## config.mk

```make
export PLATFORM = sky130hd
export DESIGN_NAME = ata_taskfile
export DESIGN_NICKNAME = d
export VERILOG_FILES = /design/src/rtl/ata_tf_pkg.sv /design/src/rtl/ata_tf_decode.sv /design/src/rtl/ata_tf_regs.sv /design/src/rtl/ata_tf_status.sv /design/src/rtl/ata_taskfile.sv
export SDC_FILE = /design/constraint.sdc
export NUM_CORES = 1
export LEC_CHECK = 0
export BUFFER_PORTS_ARGS = -buffer_cell sky130_fd_sc_hd__buf_2
export CAP_MARGIN = 20
export CORE_ASPECT_RATIO = 1.1
export CORE_MARGIN = 4
export CORE_UTILIZATION = 41
export CTS_BUF_LIST = sky130_fd_sc_hd__clkbuf_8
export DETAILED_ROUTE_END_ITERATION = 10
export PLACE_DENSITY = 0.74
export SYNTH_ARGS = -nofsm -noshare
export SYNTH_HDL_FRONTEND = slang
export SYNTH_SLANG_ARGS = --single-unit
```

## constraint.sdc

```tcl
create_clock -name clk -period 2.6 [get_ports clk]
set_clock_uncertainty 0.15 [all_clocks]
set_input_delay 0.26 -clock clk [delete_from_list [all_inputs] [get_ports clk]]
set_output_delay 0.26 -clock clk [all_outputs]
set_load 0.005 [all_outputs]
```

## src/rtl/ata_tf_pkg.sv

```systemverilog
package ata_tf_pkg;

   typedef enum logic [3:0] {
      SEL_NONE,
      SEL_DATA,
      SEL_ERRPC,
      SEL_SCNT,
      SEL_SNUM,
      SEL_CYLL,
      SEL_CYLH,
      SEL_DRVHD,
      SEL_CMDST,
      SEL_CTLALT,
      SEL_DRVADR
   } tf_sel_e;

   // status bit positions
   localparam int ST_ERR = 0;
   localparam int ST_DRQ = 3;
   localparam int ST_RDY = 6;
   localparam int ST_BSY = 7;

   // control bit positions
   localparam int CTL_NIEN = 1;
   localparam int CTL_SRST = 2;

   localparam logic [7:0] ST_RESET_CLR = (8'h1 << ST_RDY) | (8'h1 << ST_DRQ) | (8'h1 << ST_ERR);
   localparam logic [7:0] ST_HW_RESET  = 8'h1 << ST_BSY;
   localparam logic [2:0] DRVHD_FIXED  = 3'b101;
   localparam logic [7:0] DEF_SCNT     = 8'h01;
   localparam logic [7:0] DEF_SNUM     = 8'h01;

   // register decode: selects and address to register
   function automatic tf_sel_e tf_decode(input logic cs0_n, input logic cs1_n,
                                         input logic [2:0] addr);
      tf_sel_e s;
      s = SEL_NONE;
      if (!cs0_n && cs1_n) begin
         case (addr)
            3'd0:    s = SEL_DATA;
            3'd1:    s = SEL_ERRPC;
            3'd2:    s = SEL_SCNT;
            3'd3:    s = SEL_SNUM;
            3'd4:    s = SEL_CYLL;
            3'd5:    s = SEL_CYLH;
            3'd6:    s = SEL_DRVHD;
            default: s = SEL_CMDST;
         endcase
      end else if (cs0_n && !cs1_n) begin
         if (addr == 3'd6)      s = SEL_CTLALT;
         else if (addr == 3'd7) s = SEL_DRVADR;
         else                   s = SEL_NONE;   // unused control-block slots
      end
      return s;
   endfunction

endpackage

```

## src/rtl/ata_tf_decode.sv

```systemverilog
module ata_tf_decode
   import ata_tf_pkg::*;
(
   input  logic       cs0_n,
   input  logic       cs1_n,
   input  logic [2:0] addr,
   input  logic       rd,
   input  logic       wr,
   input  logic       busy,
   output tf_sel_e    sel,
   output logic       cb_wr,
   output logic       ctl_wr,
   output logic       prim_rd,
   output logic       data_rd
);

   logic in_cb;

   assign sel   = tf_decode(cs0_n, cs1_n, addr);
   assign in_cb = (sel != SEL_NONE) && (sel != SEL_CTLALT) && (sel != SEL_DRVADR);

   // command-block writes dropped while busy; control always passes
   assign cb_wr   = wr && in_cb && !busy;
   assign ctl_wr  = wr && (sel == SEL_CTLALT);
   // only the primary status read has a side effect on the interrupt
   assign prim_rd = rd && (sel == SEL_CMDST);
   assign data_rd = rd && (sel == SEL_DATA);

endmodule

```

## src/rtl/ata_tf_regs.sv

```systemverilog
module ata_tf_regs
   import ata_tf_pkg::*;
#(
   parameter int CYL_W = 10
)
(
   input  logic             clk,
   input  logic             rst_n,
   input  logic             hold_def,
   input  tf_sel_e          sel,
   input  logic             cb_wr,
   input  logic             data_rd,
   input  logic [15:0]      wdata,
   input  logic             dev_data_load,
   input  logic [15:0]      dev_data_in,
   output logic [15:0]      data_q,
   output logic [7:0]       precomp_q,
   output logic [7:0]       scnt_q,
   output logic [7:0]       snum_q,
   output logic [CYL_W-1:0] cyl_q,
   output logic             drv_q,
   output logic [3:0]       head_q,
   output logic             cmd_stb,
   output logic [7:0]       cmd_code,
   output logic             data_wr_stb,
   output logic             data_rd_stb
);

   localparam int CYLH_W = CYL_W - 8;

   logic [7:0]        cyl_lo_q;
   logic [CYLH_W-1:0] cyl_hi_q;

   assign cyl_q = {cyl_hi_q, cyl_lo_q};

   // data word shared by host writes and device loads
   always_ff @(posedge clk or negedge rst_n) begin
      if (!rst_n) begin
         data_q <= '0;
      end else if (cb_wr && sel == SEL_DATA) begin
         data_q <= wdata;
      end else if (dev_data_load) begin
         data_q <= dev_data_in;
      end
   end

   // byte registers with reset defaults
   always_ff @(posedge clk or negedge rst_n) begin
      if (!rst_n) begin
         precomp_q <= '0;
         scnt_q    <= DEF_SCNT;
         snum_q    <= DEF_SNUM;
         cyl_lo_q  <= '0;
         cyl_hi_q  <= '0;
         drv_q     <= 1'b0;
         head_q    <= '0;
      end else if (hold_def) begin
         scnt_q    <= DEF_SCNT;
         snum_q    <= DEF_SNUM;
         cyl_lo_q  <= '0;
         cyl_hi_q  <= '0;
         drv_q     <= 1'b0;
         head_q    <= '0;
      end else if (cb_wr) begin
         case (sel)
            SEL_ERRPC: precomp_q <= wdata[7:0];
            SEL_SCNT:  scnt_q    <= wdata[7:0];
            SEL_SNUM:  snum_q    <= wdata[7:0];
            SEL_CYLL:  cyl_lo_q  <= wdata[7:0];
            SEL_CYLH:  cyl_hi_q  <= wdata[CYLH_W-1:0];
            SEL_DRVHD: begin
               drv_q  <= wdata[4];
               head_q <= wdata[3:0];
            end
            default: ;
         endcase
      end
   end

   // one-cycle strobes toward device logic
   always_ff @(posedge clk or negedge rst_n) begin
      if (!rst_n) begin
         cmd_stb     <= 1'b0;
         cmd_code    <= '0;
         data_wr_stb <= 1'b0;
         data_rd_stb <= 1'b0;
      end else begin
         cmd_stb     <= cb_wr && (sel == SEL_CMDST);
         data_wr_stb <= cb_wr && (sel == SEL_DATA);
         data_rd_stb <= data_rd;
         if (cb_wr && sel == SEL_CMDST) cmd_code <= wdata[7:0];
      end
   end

endmodule

```

## src/rtl/ata_tf_status.sv

```systemverilog
module ata_tf_status
   import ata_tf_pkg::*;
#(
   parameter int READY_DELAY = 16
)
(
   input  logic       clk,
   input  logic       rst_n,
   input  logic       hold_rst,
   input  logic       cmd_acc,
   input  logic [7:0] dev_status_set,
   input  logic [7:0] dev_status_clr,
   input  logic       dev_err_load,
   input  logic [7:0] dev_err_in,
   input  logic       dev_cmd_done,
   input  logic       prim_rd,
   input  logic       nien,
   output logic [7:0] status_q,
   output logic [7:0] error_q,
   output logic       irq_q
);

   localparam int CNT_W = (READY_DELAY > 1) ? $clog2(READY_DELAY) : 1;
   localparam logic [CNT_W-1:0] CNT_LAST = CNT_W'(READY_DELAY - 1);

   logic [CNT_W-1:0] cnt_q;
   logic             wait_q;
   logic [7:0]       st_next;

   always_comb begin
      st_next = (status_q & ~dev_status_clr) | dev_status_set;
      if (cmd_acc) st_next[ST_BSY] = 1'b1;
   end

   // reset hold, ready delay, then device-driven status
   always_ff @(posedge clk or negedge rst_n) begin
      if (!rst_n) begin
         status_q <= ST_HW_RESET;
         error_q  <= '0;
         wait_q   <= 1'b1;
         cnt_q    <= '0;
      end else if (hold_rst) begin
         status_q <= (status_q & ~ST_RESET_CLR) | ST_HW_RESET;
         error_q  <= '0;
         wait_q   <= 1'b1;
         cnt_q    <= '0;
      end else if (wait_q) begin
         if (cnt_q == CNT_LAST) begin
            status_q[ST_BSY] <= 1'b0;
            status_q[ST_RDY] <= 1'b1;
            wait_q           <= 1'b0;
         end else begin
            cnt_q <= cnt_q + 1'b1;
         end
      end else begin
         status_q <= st_next;
         if (dev_err_load) error_q <= dev_err_in;
      end
   end

   // pending interrupt
   always_ff @(posedge clk or negedge rst_n) begin
      if (!rst_n) begin
         irq_q <= 1'b0;
      end else if (hold_rst) begin
         irq_q <= 1'b0;
      end else if (dev_cmd_done && !nien) begin
         irq_q <= 1'b1;
      end else if (prim_rd) begin
         irq_q <= 1'b0;
      end
   end

endmodule

```

## src/rtl/ata_taskfile.sv

```systemverilog
module ata_taskfile
   import ata_tf_pkg::*;
#(
   parameter int READY_DELAY = 16,
   parameter int CYL_W       = 10,
   parameter bit REG_RDATA   = 1'b0
)
(
   input  logic             clk,
   input  logic             rst_n,
   input  logic             host_cs0_n,
   input  logic             host_cs1_n,
   input  logic [2:0]       host_addr,
   input  logic             host_rd,
   input  logic             host_wr,
   input  logic [15:0]      host_wdata,
   output logic [15:0]      host_rdata,
   output logic             irq,
   output logic             soft_reset,
   input  logic [7:0]       dev_status_set,
   input  logic [7:0]       dev_status_clr,
   input  logic             dev_err_load,
   input  logic [7:0]       dev_err_in,
   input  logic             dev_data_load,
   input  logic [15:0]      dev_data_in,
   input  logic             dev_cmd_done,
   input  logic             dev_writing,
   output logic             cmd_stb,
   output logic [7:0]       cmd_code,
   output logic             data_wr_stb,
   output logic             data_rd_stb,
   output logic [15:0]      data_word,
   output logic [7:0]       precomp,
   output logic [7:0]       sect_cnt,
   output logic [7:0]       sect_num,
   output logic [CYL_W-1:0] cyl,
   output logic             drv_sel,
   output logic [3:0]       head
);

   localparam int CYLH_W = CYL_W - 8;

   if (READY_DELAY < 1) begin : g_bad_delay
      $error("READY_DELAY must be at least 1");
   end
   if (CYL_W < 9 || CYL_W > 16) begin : g_bad_cyl
      $error("CYL_W must lie in 9..16");
   end

   tf_sel_e     sel;
   logic        cb_wr, ctl_wr, prim_rd, data_rd;
   logic [7:0]  status_q, error_q;
   logic        nien_q, srst_q;
   logic [15:0] rd_mux;

   ata_tf_decode u_dec (
      .cs0_n   (host_cs0_n),
      .cs1_n   (host_cs1_n),
      .addr    (host_addr),
      .rd      (host_rd),
      .wr      (host_wr),
      .busy    (status_q[ST_BSY]),
      .sel     (sel),
      .cb_wr   (cb_wr),
      .ctl_wr  (ctl_wr),
      .prim_rd (prim_rd),
      .data_rd (data_rd)
   );

   ata_tf_regs #(.CYL_W(CYL_W)) u_regs (
      .clk           (clk),
      .rst_n         (rst_n),
      .hold_def      (srst_q),
      .sel           (sel),
      .cb_wr         (cb_wr),
      .data_rd       (data_rd),
      .wdata         (host_wdata),
      .dev_data_load (dev_data_load),
      .dev_data_in   (dev_data_in),
      .data_q        (data_word),
      .precomp_q     (precomp),
      .scnt_q        (sect_cnt),
      .snum_q        (sect_num),
      .cyl_q         (cyl),
      .drv_q         (drv_sel),
      .head_q        (head),
      .cmd_stb       (cmd_stb),
      .cmd_code      (cmd_code),
      .data_wr_stb   (data_wr_stb),
      .data_rd_stb   (data_rd_stb)
   );

   ata_tf_status #(.READY_DELAY(READY_DELAY)) u_stat (
      .clk            (clk),
      .rst_n          (rst_n),
      .hold_rst       (srst_q),
      .cmd_acc        (cb_wr && sel == SEL_CMDST),
      .dev_status_set (dev_status_set),
      .dev_status_clr (dev_status_clr),
      .dev_err_load   (dev_err_load),
      .dev_err_in     (dev_err_in),
      .dev_cmd_done   (dev_cmd_done),
      .prim_rd        (prim_rd),
      .nien           (nien_q),
      .status_q       (status_q),
      .error_q        (error_q),
      .irq_q          (irq)
   );

   // control register, accepted regardless of busy
   always_ff @(posedge clk or negedge rst_n) begin
      if (!rst_n) begin
         nien_q <= 1'b0;
         srst_q <= 1'b0;
      end else if (ctl_wr) begin
         nien_q <= host_wdata[CTL_NIEN];
         srst_q <= host_wdata[CTL_SRST];
      end
   end

   assign soft_reset = srst_q;

   // read path
   always_comb begin
      rd_mux = '0;
      case (sel)
         SEL_DATA:   rd_mux        = data_word;
         SEL_ERRPC:  rd_mux[7:0]   = error_q;
         SEL_SCNT:   rd_mux[7:0]   = sect_cnt;
         SEL_SNUM:   rd_mux[7:0]   = sect_num;
         SEL_CYLL:   rd_mux[7:0]   = cyl[7:0];
         SEL_CYLH:   rd_mux[CYLH_W-1:0] = cyl[CYL_W-1:8];
         SEL_DRVHD:  rd_mux[7:0]   = {DRVHD_FIXED, drv_sel, head};
         SEL_CMDST:  rd_mux[7:0]   = status_q;
         SEL_CTLALT: rd_mux[7:0]   = status_q;
         SEL_DRVADR: rd_mux[7:0]   = {1'b0, dev_writing, ~head, drv_sel, ~drv_sel};
         default:    rd_mux        = '0;
      endcase
   end

   if (REG_RDATA) begin : g_rdata_reg
      logic [15:0] rdata_q;
      always_ff @(posedge clk or negedge rst_n) begin
         if (!rst_n)       rdata_q <= '0;
         else if (host_rd) rdata_q <= rd_mux;
      end
      assign host_rdata = rdata_q;
   end else begin : g_rdata_comb
      assign host_rdata = rd_mux;
   end

endmodule

```

# Word-level counts from Yosys, hierarchy flattened
# Index checks and enable logic that the tools add are counted.
# totals
ff_bits,90
output_inout_bits,84
# classes
n_addsub,1
n_eq_ne,23
n_mux,45
n_bitwise,7
n_reduce_logical,38
# op_table
op,n
$mux 8,14
$pmux 6 s8,1
$mux 4,10
$mux 16,2
$pmux 4 s7,1
$pmux 2 s9,1
$reduce_bool 2->1,9
$eq 4x3->1 const B,4
$eq 4x4->1 const B,4
$reduce_and 2->1,8
$eq 3x3->1 const B,4
$logic_and 1x1->1,12
$mux 1,10
$mux 2,5
$and 8x8->8,1
$eq 4x2->1 const B,2
$ne 4x4->1 const B,2
$not 8->8,1
$or 8x8->8,1
$eq 3x2->1 const B,2
$mux 6,1
$add 4x1->4 const B,1
$eq 4x1->1 const B,1
$logic_not 1->1,4
10 further kinds,13

# Logic depth before layout (Yosys ltp)
# Gate-level depths: netlist of the first run.
# depth
ltp_word,14
ltp_mapped,9
depth_no_buf,7

# By module
# From an unflattened synthesis of the first run, not the netlist that was laid out.
# unflattened
cells_unflattened,473
hier_area_um2,4855.9
# modules_own_cells
module,n_inst,cells_each,area_per_inst_um2,seq_area_each_um2
ata_tf_regs,1,258,2911.5,1654.1
ata_tf_status,1,88,1004.7,553.0
ata_taskfile,1,106,792.0,50.0
ata_tf_decode,1,21,147.6,0.0

# Worst setup path after synthesis of the first run
# OpenSTA, ideal clock, no wires.
# synth_timing
path_type,input to output
start,input port host_addr[0]
end,output port host_rdata[6]
arrival_time_ns,2.045
setup_slack_ns,0.145
stages,9
path_buffers,2
cell_sequence,inv_1 > ha_1 > or2_1 > a22oi_1 > buf_2 > buf_2 > mux2i_1 > o22ai_1 > a211o_1
# synth_between
elab_chain_cells,8
# synth_rtl
element,line,rtl
"start, declared",ata_taskfile.sv:13,"input logic [2:0] host_addr,"
$eq 3x3->1,ata_tf_pkg.sv:51,else if (addr == 3'd7) s = SEL_DRVADR;
$mux 4,ata_tf_pkg.sv:51,
$mux 4,ata_tf_pkg.sv:50,if (addr == 3'd6) s = SEL_CTLALT;
$mux 4,ata_tf_pkg.sv:49,end else if (cs0_n && !cs1_n) begin
$mux 4 *,ata_tf_pkg.sv:38,if (!cs0_n && cs1_n) begin
$eq 4x4->1,ata_taskfile.sv:126,case (sel)
$reduce_or 2->1 (no line),-,
$pmux 6 s8 *,ata_taskfile.sv:126,
"end, declared",ata_taskfile.sv:17,"output logic [15:0] host_rdata,"
# Mark *: on every way between the ends. The rest lies on a longest branch, timed or not.

# Worst setup path in the final report of the first run
# layout_timing
start,input port host_addr[0]
end,output port host_rdata[7]
# Same word-level chain as after synthesis.

==> impl_metrics.csv, run 1 <==
group,metric,value,unit
status,status,"finished, final reports clean",
sta,max-slew-margin-rel,0.467,
floorplan,core,0.0105,sq mm
power,power_frac_clock,0.237,
worst_setup_path,worstPathArrival,2.14,ns
clocking,cts_max_level,3,
power,switchingPower,1370,uW
power,peakVddDrop,0.000552,V
global_route,gr-total-overflow,0,
final_layout,drive_gt1_frac,0.390,
worst_setup_path,critPathMaxFanout,6,
sta,drv_slew,0,
routing,postRouteAntennaNets,0,
clocking,cts_tree,"done",
routing,dr.pass1.iters,5,
clocking,cts_sinks,90,
worst_setup_path,critPathKind,"in2out",
sta,setup_viol,0,
sta,post-route-period-util,0.979,
power,swShare,0.319,
routing,drt_wl_total,14600,um
sta,hold_viol,0,
power,internal_power,2920,uW
global_route,grt_pass1_vias,4073,
global_route,grt_max_degree,42,
routing,drt_iter0_markers,259,
final_layout,areaGrowthSynthToFinish,38.3,%
worst_setup_path,startpoint_type,"primary input",
synthesis,async_reset_ff_frac,1.00,
synthesis,yosysSeqAreaShare,0.505,
power,p_leak,0.00329,uW
sta,layout_min_cycle_time,2.55,ns
place,postPlaceCellArea,0.00558,sq mm
floorplan,fp.dieArea,0.0126,sq mm
synthesis,ys_seq_elements,90,
sta,fmax,393,MHz
synthesis,ys_types,47,
place,gp_congestion,0.956,
clocking,clock_latency,0.36,ns
synthesis,syn_nets,488,
floorplan,ioPinCount,153,
place,port_buffers,152,
routing,drc,0,
flow_run,max_cap_violations,0,
synthesis,ys.flop_type,"dfrtp_1",
global_route,grt_pass1_wl,22300,um
final_layout,design_area,0.00619,sq mm
clocking,clockBufferDepth,2,
routing,wl_per_cell,19.3,um
place,dp.cells,712,
worst_setup_path,crit_start,"host_addr[0]",
floorplan,die_w,108,um
power,seqPwrFrac,0.482,
floorplan,rows,39,
synthesis,netlist_area,0.00447,sq mm
synthesis,syn_inst,414,
global_route,grt_usage,0.228,
synthesis,ys.warnings.count,0,
min_path,hold_class,"in2reg",
worst_setup_path,cp.required,2.19,ns
final_layout,nNetsFinal,682,
clocking,numCtsBuffers,9,
worst_setup_path,cp-end-kind,"primary output",
min_path,min_from,"dev_err_in[4]",
synthesis,avgSynthCellArea,10.8,sq um
clocking,clk_pin_slew,0.08,ns
routing,vias_per_cell,5.30,
clocking,cts-root-buf,"clkbuf_8",
sta,setup_tns,0,ns
worst_setup_path,r2r-start,"u_stat.status_q[7]",
sta,tightest_slew,0.799,ns
synthesis,synth-edff-count,0,
global_route,antenna_found_initial,2,
final_layout,layout.cells.non_filler,757,
routing,vias,4015,
floorplan,start_util,0.424,
place,dp_hpwl,10500,um
power,powerDensity,694,mW/mm^2
power,comb_power_share,0.280,
floorplan,die_y,118,um
==> Yosys cell counts (all sizes together), types with 3 or more instances <==
| master | n | area, sq um |
|---|---|---|
| dfrtp | 86 | 2150 |
| mux2i | 68 | 681 |
| nor2 | 44 | 165 |
| nand2 | 33 | 124 |
| o21ai | 21 | 105 |
| mux2 | 18 | 203 |
| clkbuf | 14 | 52.6 |
| inv | 11 | 41.3 |
| nand3 | 11 | 55.1 |
| and2 | 10 | 62.6 |
| a21oi | 9 | 45.0 |
| a22o | 8 | 70.1 |
| nor3 | 8 | 62.6 |
| o22ai | 8 | 50.1 |
| buf | 7 | 32.5 |
| nor2b | 6 | 37.5 |
| or3 | 6 | 37.5 |
| ha | 5 | 62.6 |
| nand2b | 5 | 31.3 |
| dfstp | 4 | 105 |
| a211o | 3 | 26.3 |
| a22oi | 3 | 22.5 |
| a2bb2oi | 3 | 26.3 |
| o22a | 3 | 26.3 |
==> power by group through the flow <==
stage	Combinational [uW]	Clock, uW	Sequential [uW]
detailed placement	1140	0	2090
finish	1200	1020	2070
floorplan	668	0	1990
global route	1340	1090	2120
global placement	1110	0	2090
CTS	1180	1050	2070
==> stage by stage <==
| stage | utilization | hold WS, ns | power, uW | setup slack, ns |
|---|---|---|---|---|
| floorplan | - | -0.186 | 2660 | 0.145 |
| global placement | 0.530 | 0.123 | 3200 | -0.0450 |
| detailed placement | 0.530 | 0.130 | 3240 | -0.0581 |
| CTS | 0.575 | 0.00263 | 4300 | 0.0121 |
| global route | 0.587 | 0.0192 | 4550 | -0.0188 |
| finish | 0.587 | 0.0161 | 4290 | 0.0545 |
==> registers in the layout, summed over array words and instances (netlist names) <==
signal	cells
u_regs.precomp_q	8
u_regs.data_rd_stb	1
u_regs.head_q	4
nien_q	1
u_regs.data_wr_stb	1
u_regs.cyl_hi_q	2
u_regs.scnt_q	8
u_regs.data_q	16
u_stat.status_q	8
u_regs.snum_q	8
u_stat.wait_q	1
soft_reset	1
u_stat.error_q	8
u_stat.irq_q	1
u_regs.cmd_code	8
u_stat.cnt_q	4
u_regs.cmd_stb	1
u_regs.drv_q	1
u_regs.cyl_lo_q	8
==> what timing repair did <==
action                     4_1_cts  5_1_grt
cloned                           0        1
setup endpoints to repair        6        8
resized for setup                4       20
pin swaps                        0        6
hold buffers                    23        0
hold endpoints to repair        60        0
setup buffers                    2        2
==> cells by family (layout without fill, tap and decap cells) <==
group                      Yosys count  count (layout)  share of synthesized area
adders and majority gates            5               5                     0.0140
buffers and inverters               32             231                     0.0283
DFF                                 90              90                      0.505
AOI/OAI and AO/OA                   69              69                      0.105
other                                0               1                          0
xor gates and xnor gates             1               1                    0.00196
muxes                               86              86                      0.197
and+or+nand+nor                    131             131                      0.148
==> final timing paths <==
| path | slack, ns | cells past startpoint | to |
|---|---|---|---|
| worst max register to register | 0.54 | 6 | u_regs.snum_q[0] |
| worst min register to register | 0.35 | 1 | u_regs.precomp_q[1] |
| worst max-delay path | 0.05 | 7 | host_rdata[7] |
| min in group asynchronous | 0.27 | 2 | u_regs.scnt_q[7] |
| worst min-delay path | 0.02 | 3 | u_stat.error_q[4] |
| max in group asynchronous | 1.32 | 3 | u_stat.wait_q |
==> cells in the final DEF, fill, tap and decap left out, types with 3 or more instances in the layout <==
master and instances:
a211o_1 3, a21oi_1 8, a22o_1 8, and2_1 10, buf_12 5, buf_2 149, buf_4 23, clkbuf_8 12
dfrtp_1 86, dfstp_2 4, dlygate4sd3_1 23, ha_1 3, inv_1 9, mux2_2 17, mux2i_1 67, nand2_1 33
nand2b_1 4, nand3_1 11, nor2_1 44, nor2b_1 6, nor3_1 5, o21ai_0 21, o22a_1 3, o22ai_1 8
or3_1 6
==> area by class of cell <==
class                   count  area (sq um)
fillers                   936          4350
flip-flops and latches     90          2260
multi-input cells         292          2180
repair buffers            204          1310
well taps                 143           179
clock buffers              12           165
clock inverters             4          48.8
inverters                  11          46.3
diodes                      1          2.50
==> critical path, stage by stage <==
cell and delay (ns):
buf_8 0.11, ha_1 0.28, nor4b_1 0.50, nand3_1 0.41, o22a_1 0.32, nand3_1 0.13, buf_2 0.13
==> layer usage <==
layer	global-route usage	wire, um
met1	0.307	6100
met2	0.365	7200
met3	0.0570	1030
met4	0.0616	230
met5	0	13
Note: power is estimated with default switching activity, not from simulation.
==> run 2, diff against run 1 <==
==> constraint.sdc (replaced) <==
create_clock -name clk -period 2.7 [get_ports clk]
set_clock_uncertainty 0.15 [all_clocks]
set_input_delay 0.27 -clock clk [delete_from_list [all_inputs] [get_ports clk]]
set_output_delay 0.27 -clock clk [all_outputs]
set_load 0.005 [all_outputs]
==> run 2 against run 1 <==
Against the previous run: sequential share of layout area rose by 0.45 points; setup slack got worse by 0.024 ns; critical path depth rose by 4; final area fell by 1.2%; die area did not move; final cell count fell by 0.40%; non-clock buffer count fell by 3; clock power fell by 9%; sequential cell count did not move; worst hold slack got worse by 0.0065 ns; utilization fell by 0.71 points; via count fell by 0.70%; critical endpoint is now host_rdata[2].
==> impl_metrics.csv, run 2 (synthesis results as in run 1) <==
group,metric,value,unit
worst_setup_path,slowest_delay,0.41,ns
clocking,clk_pin_slew,0.09,ns
routing,drt_wl_total,14500,um
worst_setup_path,worstPathArrival,2.25,ns
global_route,grt_max_degree,47,
sta,drv_slew,0,
routing,drt_iter0_markers,285,
routing,wl_per_cell,19.2,um
final_layout,areaGrowthSynthToFinish,36.6,%
sta,setup_tns,0,ns
worst_setup_path,path_delay_family,"simple AND/OR/NAND/NOR gates",
floorplan,rows,39,
floorplan,die_y,118,um
worst_setup_path,cp-end-kind,"primary output",
clocking,clock_latency,0.36,ns
clocking,numCtsBuffers,9,
sta,fmax,375,MHz
power,power_frac_clock,0.228,
power,comb_power_share,0.284,
worst_setup_path,startpoint_type,"primary input",
final_layout,final_common_cell,"buf_2",
routing,vias_per_cell,5.29,
sta,max-slew-margin-rel,0.538,
worst_setup_path,crit_slowest_cell,"or3_1",
floorplan,ioPinCount,153,
routing,drc,0,
final_layout,layout.cells.non_filler,754,
final_layout,nNetsFinal,679,
sta,setup_viol,0,
global_route,grt_pass1_wl,22000,um
clocking,cts_max_level,3,
worst_setup_path,crit_buf_inv,5,
status,status,"finished, final reports clean",
place,port_buffers,152,
routing,vias,3987,
floorplan,die_w,108,um
floorplan,start_util,0.424,
power,switchingPower,1350,uW
power,internal_power,2730,uW
power,seqPwrFrac,0.488,
final_layout,final_util,0.580,
clocking,cts-root-buf,"clkbuf_8",
floorplan,fp.dieArea,0.0126,sq mm
clocking,clockBufferDepth,2,
global_route,antenna_found_initial,1,
global_route,grt_pass1_vias,3934,
min_path,hold_class,"in2reg",
final_layout,drive_gt1_frac,0.385,
clocking,cts_sinks,90,
flow_run,max_cap_violations,0,
global_route,grt_usage,0.225,
power,peakVddDrop,0.000427,V
worst_setup_path,worstPathCellList,"buf_4 -> inv_2 -> ha_4 -> or2_4 -> a22oi_2 -> buf_6 -> buf_12 -> mux2i_4 -> o22ai_2 -> or3_1 -> buf_2",
power,powerDensity,667,mW/mm^2
place,dp_hpwl,10200,um
worst_setup_path,critPathMaxFanout,5,
worst_setup_path,critPathKind,"in2out",
place,dp.cells,708,
power,p_leak,0.00325,uW
clocking,cts_tree,"done",
final_layout,fill_cells,959,
place,gp_congestion,0.879,
final_layout,largest_reg_flops,16,
sta,hold_viol,0,
power,swShare,0.330,
sta,tightest_slew,0.693,ns
sta,post-route-period-util,0.989,
worst_setup_path,cp.required,2.28,ns
sta,layout_min_cycle_time,2.67,ns
global_route,gr-total-overflow,0,
final_layout,layout_common_cells,"149 x buf_2, 86 x dfrtp_1, 67 x mux2i_1, 43 x nor2_1, 33 x nand2_1",
floorplan,core,0.0105,sq mm
final_layout,top_register,"u_regs.data_q",
routing,postRouteAntennaNets,0,
routing,dr.pass1.iters,5,
==> run 2: worst paths after layout <==
path | startpoint | end | slack [ns] | cells after the start
max | host_addr[1] | host_rdata[2] | 0.03 | 11
min | dev_err_in[1] | u_stat.error_q[1] | 0.01 | 3
max reg2reg | u_stat.status_q[7] | u_regs.drv_q | 0.55 | 5
min reg2reg | u_regs.precomp_q[1] | u_regs.precomp_q[1] | 0.34 | 1
max in group asynchronous | rst_n | u_regs.data_q[9] | 1.44 | 3
min in group asynchronous | rst_n | u_regs.head_q[3] | 0.31 | 2
==> run 2: final cells by class <==
cell class	instances	area, sq um	share of cell area
Tap cell	143	179	0.0293
Antenna cell	1	2.50	0.000410
Inverter	11	43.8	0.00717
Clock inverter	7	70.1	0.0115
Clock buffer	9	124	0.0203
Multi-Input combinational cell	292	2160	0.353
Sequential cell	90	2260	0.369
Timing Repair Buffer	201	1270	0.209
==> run 2: power by group through the flow <==
stage	clock network, uW	logic, uW	registers [uW]
final	930	1160	1990
after global routing	998	1280	2040
after CTS	937	1130	1990
after detailed placement	0	1100	2010
after global placement	0	1070	2000
after floorplan	0	644	1920
==> run 2: repair_timing <==
item | CTS | global route
gates resized for setup | 3 | 15
hold endpoints to repair | 60 | 0
setup buffers | 1 | 6
endpoints found under the setup margin | 7 | 16
hold buffers | 20 | 0
cloned | 0 | 2
pin swaps | 0 | 6
==> run 2: through the flow <==
stage          instance area [sq um]  setup WS [ns]  power [uW]  hold WS, ns
2_1_floorplan                   4470          0.225        2560       -0.176
3_3_place_gp                    5540         0.0421        3060        0.173
3_5_place_dp                    5540        -0.0429        3110        0.176
4_1_cts                         5950        0.00433        4060     0.000854
5_1_grt                         6110        -0.0426        4320       0.0115
6_report                        6110         0.0307        4080      0.00962
==> run 2: per-layer routing <==
metal  part of all wire  track usage  vias up
li1                   -            -     1852
met1               0.42        0.302     1964
met2               0.49        0.359      152
met3              0.074       0.0554       19
met4              0.017       0.0663        0
met5                  0            0        -
==> run 2: worst reg2reg max path, cell delays in order (launching register included) <==
cell and delay (ns):
dfstp_2 0.40, nand2b_1 0.17, a2111oi_2 0.57, nand3_1 0.40, mux2i_1 0.27, nor2_1 0.06
==> run 3, diff against run 2 <==
--- a/config.mk
+++ b/config.mk
@@ -12,7 +12,8 @@
 export CORE_UTILIZATION = 41
 export CTS_BUF_LIST = sky130_fd_sc_hd__clkbuf_8
 export DETAILED_ROUTE_END_ITERATION = 10
-export PLACE_DENSITY = 0.74
+export PLACE_DENSITY = 0.73
 export SYNTH_ARGS = -nofsm -noshare
 export SYNTH_HDL_FRONTEND = slang
+export SYNTH_HIERARCHICAL = 1
 export SYNTH_SLANG_ARGS = --single-unit
==> run 3 against run 2 <==
Against the previous run: combinational power shrank 32%; setup slack gained 0.068 ns; die area grew 7.9%; synthesized cell count grew 14%; utilization shrank 3.6 points; largest power group unchanged; sequential cell count is the same.
==> impl_metrics.csv, run 3 <==
group,metric,value,unit
routing,vias_per_cell,5.54,
synthesis,avgSynthCellArea,10.3,sq um
synthesis,ys_seq_elements,90,
power,swShare,0.311,
synthesis,synth-edff-count,0,
global_route,gr-total-overflow,0,
sta,setup_viol,0,
synthesis,netlist_area,0.00486,sq mm
worst_setup_path,cp.required,2.28,ns
final_layout,drive_gt1_frac,0.366,
final_layout,layout.cells.non_filler,803,
place,pre_cts_slack,0.000540,ns
final_layout,final_common_cell,"buf_2",
synthesis,ys.flop_type,"dfrtp_1",
synthesis,ys.warnings.count,6,
place,dp_hpwl,11000,um
worst_setup_path,r2r-start,"u_stat/status_q[7]",
final_layout,insertedDiodeCount,0,
sta,hold_slack,0.0114,ns
min_path,hold_class,"in2reg",
synthesis,synthMostInstantiatedCell,"dfrtp_1",
worst_setup_path,crit_start,"host_cs1_n",
floorplan,core,0.0115,sq mm
power,power_frac_clock,0.280,
status,status,"finished, final reports clean",
sta,max-slew-margin-rel,0.553,
final_layout,top_register,"u_regs/data_q",
final_layout,nNetsFinal,718,
sta,hold_viol,0,
floorplan,ioPinCount,153,
routing,dr.pass1.iters,7,
global_route,grt_max_degree,64,
sta,fmax,385,MHz
place,gp_congestion,0.921,
floorplan,die_w,112,um
sta,fin_ws,0.0992,ns
clocking,cts_tree,"done",
routing,drt_iter0_markers,470,
sta,post-route-period-util,0.963,
worst_setup_path,critPathMaxFanout,23,
global_route,grt_pass1_vias,4420,
power,powerDensity,544,mW/mm^2
worst_setup_path,critPathKind,"in2out",
power,internal_power,2350,uW
synthesis,yosys.area.top_type,"dfrtp_1",
final_layout,largest_reg_flops,16,
flow_run,max_cap_violations,0,
clocking,cts_sinks,90,
synthesis,syn_nets,543,
worst_setup_path,startpoint_type,"primary input",
final_layout,fill_cells,1051,
clocking,cts_max_level,3,
routing,postRouteAntennaNets,0,
routing,drc,0,
synthesis,yosysSeqAreaShare,0.465,
clocking,numCtsBuffers,9,
global_route,grt_pass1_wl,23300,um
clocking,cts-root-buf,"clkbuf_8",
floorplan,rows,41,
routing,vias,4448,
floorplan,start_util,0.421,
final_layout,layout_common_cells,"151 x buf_2, 85 x dfrtp_1, 43 x mux2i_1, 40 x o21ai_0, 36 x a21oi_1",
power,p_leak,0.00320,uW
synthesis,yosysTopAreaCellShare,0.443,
synthesis,synthTopCellsByArea,"dfrtp_1 44%, mux2i_1 8.9%, o21ai_0 4.1%",
place,dp.cells,769,
floorplan,fp.dieArea,0.0137,sq mm
power,comb_power_share,0.231,
place,port_buffers,152,
routing,drt_wl_total,15200,um
power,switchingPower,1060,uW
final_layout,areaGrowthSynthToFinish,29.3,%
floorplan,die_y,122,um
synthesis,syn_inst,473,
routing,wl_per_cell,18.9,um
min_path,min_from,"host_wdata[8]",
synthesis,ys_types,63,
synthesis,async_reset_ff_frac,1.00,
clocking,clock_latency,0.37,ns
power,peakVddDrop,0.000285,V
power,seqPwrFrac,0.489,
worst_setup_path,cp-end-kind,"primary output",
sta,rsz0062_at_grt,"no",
global_route,grt_usage,0.218,
sta,setup_tns,0,ns
global_route,antenna_found_initial,0,
sta,tightest_slew,0.671,ns
sta,drv_slew,0,
power,p_total,3420,uW
synthesis,synth_common_cells,"86 x dfrtp_1, 43 x mux2i_1, 40 x o21ai_0, 38 x a21oi_1, 29 x nand2b_1",
sta,layout_min_cycle_time,2.60,ns
worst_setup_path,worstPathArrival,2.18,ns
clocking,clk_pin_slew,0.09,ns
clocking,clockBufferDepth,2,
## run 3: changes by cell type in the layout (fill, tap and decap cells not counted), sizes merged, moves of 8 or more
cell / delta
a21oi: +29
mux2i: -25
nand2b: +25
nor2: -23
o21ai: +20
nand2: -15
nor3: +15
nor2b: +12
and2: -10
and3: +9
o22ai: -8
## run 3: cell families after synthesis
family                   synth area share
adder cells (fa/ha/maj)           0.00258
multiplexers                        0.156
AO/OA/AOI/OAI                       0.137
AND/OR/NAND/NOR                     0.193
flip-flops                          0.465
buffers and inverters              0.0466
## run 3: area by class of cell
type                            instances  area [sq um]  share of cell area
Tap cell                              150           188              0.0299
Clock inverter                          7          76.3              0.0122
Multi-Input combinational cell        338          2410               0.383
Inverter                               11          43.8             0.00697
Clock buffer                            9           124              0.0197
Sequential cell                        90          2260               0.360
Timing Repair Buffer                  198          1180               0.188
## run 3: through the flow
step / utilization / cell area, sq um
floorplan: - / 4860
global placement: 0.511 / 5900
detailed placement: 0.511 / 5900
CTS: 0.541 / 6250
global route: 0.544 / 6280
finish: 0.544 / 6280
## run 3: worst paths after layout
check	endpoint	slack (ns)	depth (start not counted)
worst max-delay path	host_rdata[6]	0.1	10
worst min-delay path	u_regs/data_q[8]	0.01	3
worst max register to register	u_regs/precomp_q[3]	0.30	5
worst min register to register	nien_q	0.36	1
max in group asynchronous	u_regs/data_wr_stb	1.41	3
min in group asynchronous	u_regs/snum_q[5]	0.33	2
## run 3: what timing repair did
action | 4_1_cts | 5_1_grt
gates resized for setup | 0 | 2
buffers inserted | 0 | 3
endpoints found under the hold margin | 58 | 0
endpoints found under the setup margin | 0 | 5
hold buffers | 15 | 0
## run 3: routing by layer
metal	track usage	part of all wire	vias up
met5	0	0	-
met4	0.0943	0.036	0
met3	0.0378	0.056	47
met2	0.376	0.49	192
met1	0.270	0.41	2155
li1	-	-	2054
## run 3: power groups by stage
| stage | sequential [uW] | clock, uW | combinational [uW] |
|---|---|---|---|
| 2_1_floorplan | 1660 | 0 | 465 |
| 3_3_place_gp | 1690 | 0 | 742 |
| 3_5_place_dp | 1700 | 0 | 764 |
| 4_1_cts | 1670 | 976 | 787 |
| 5_1_grt | 1690 | 1030 | 860 |
| 6_report | 1670 | 957 | 789 |
## run 3: worst max-delay path, cell delays in order
cell	delay, ns
buf_2	0.10
buf_4	0.14
nand2b_1	0.14
a21oi_1	0.28
buf_12	0.21
and2b_4	0.26
a21oi_1	0.16
nor3b_1	0.06
or4_1	0.40
buf_2	0.15
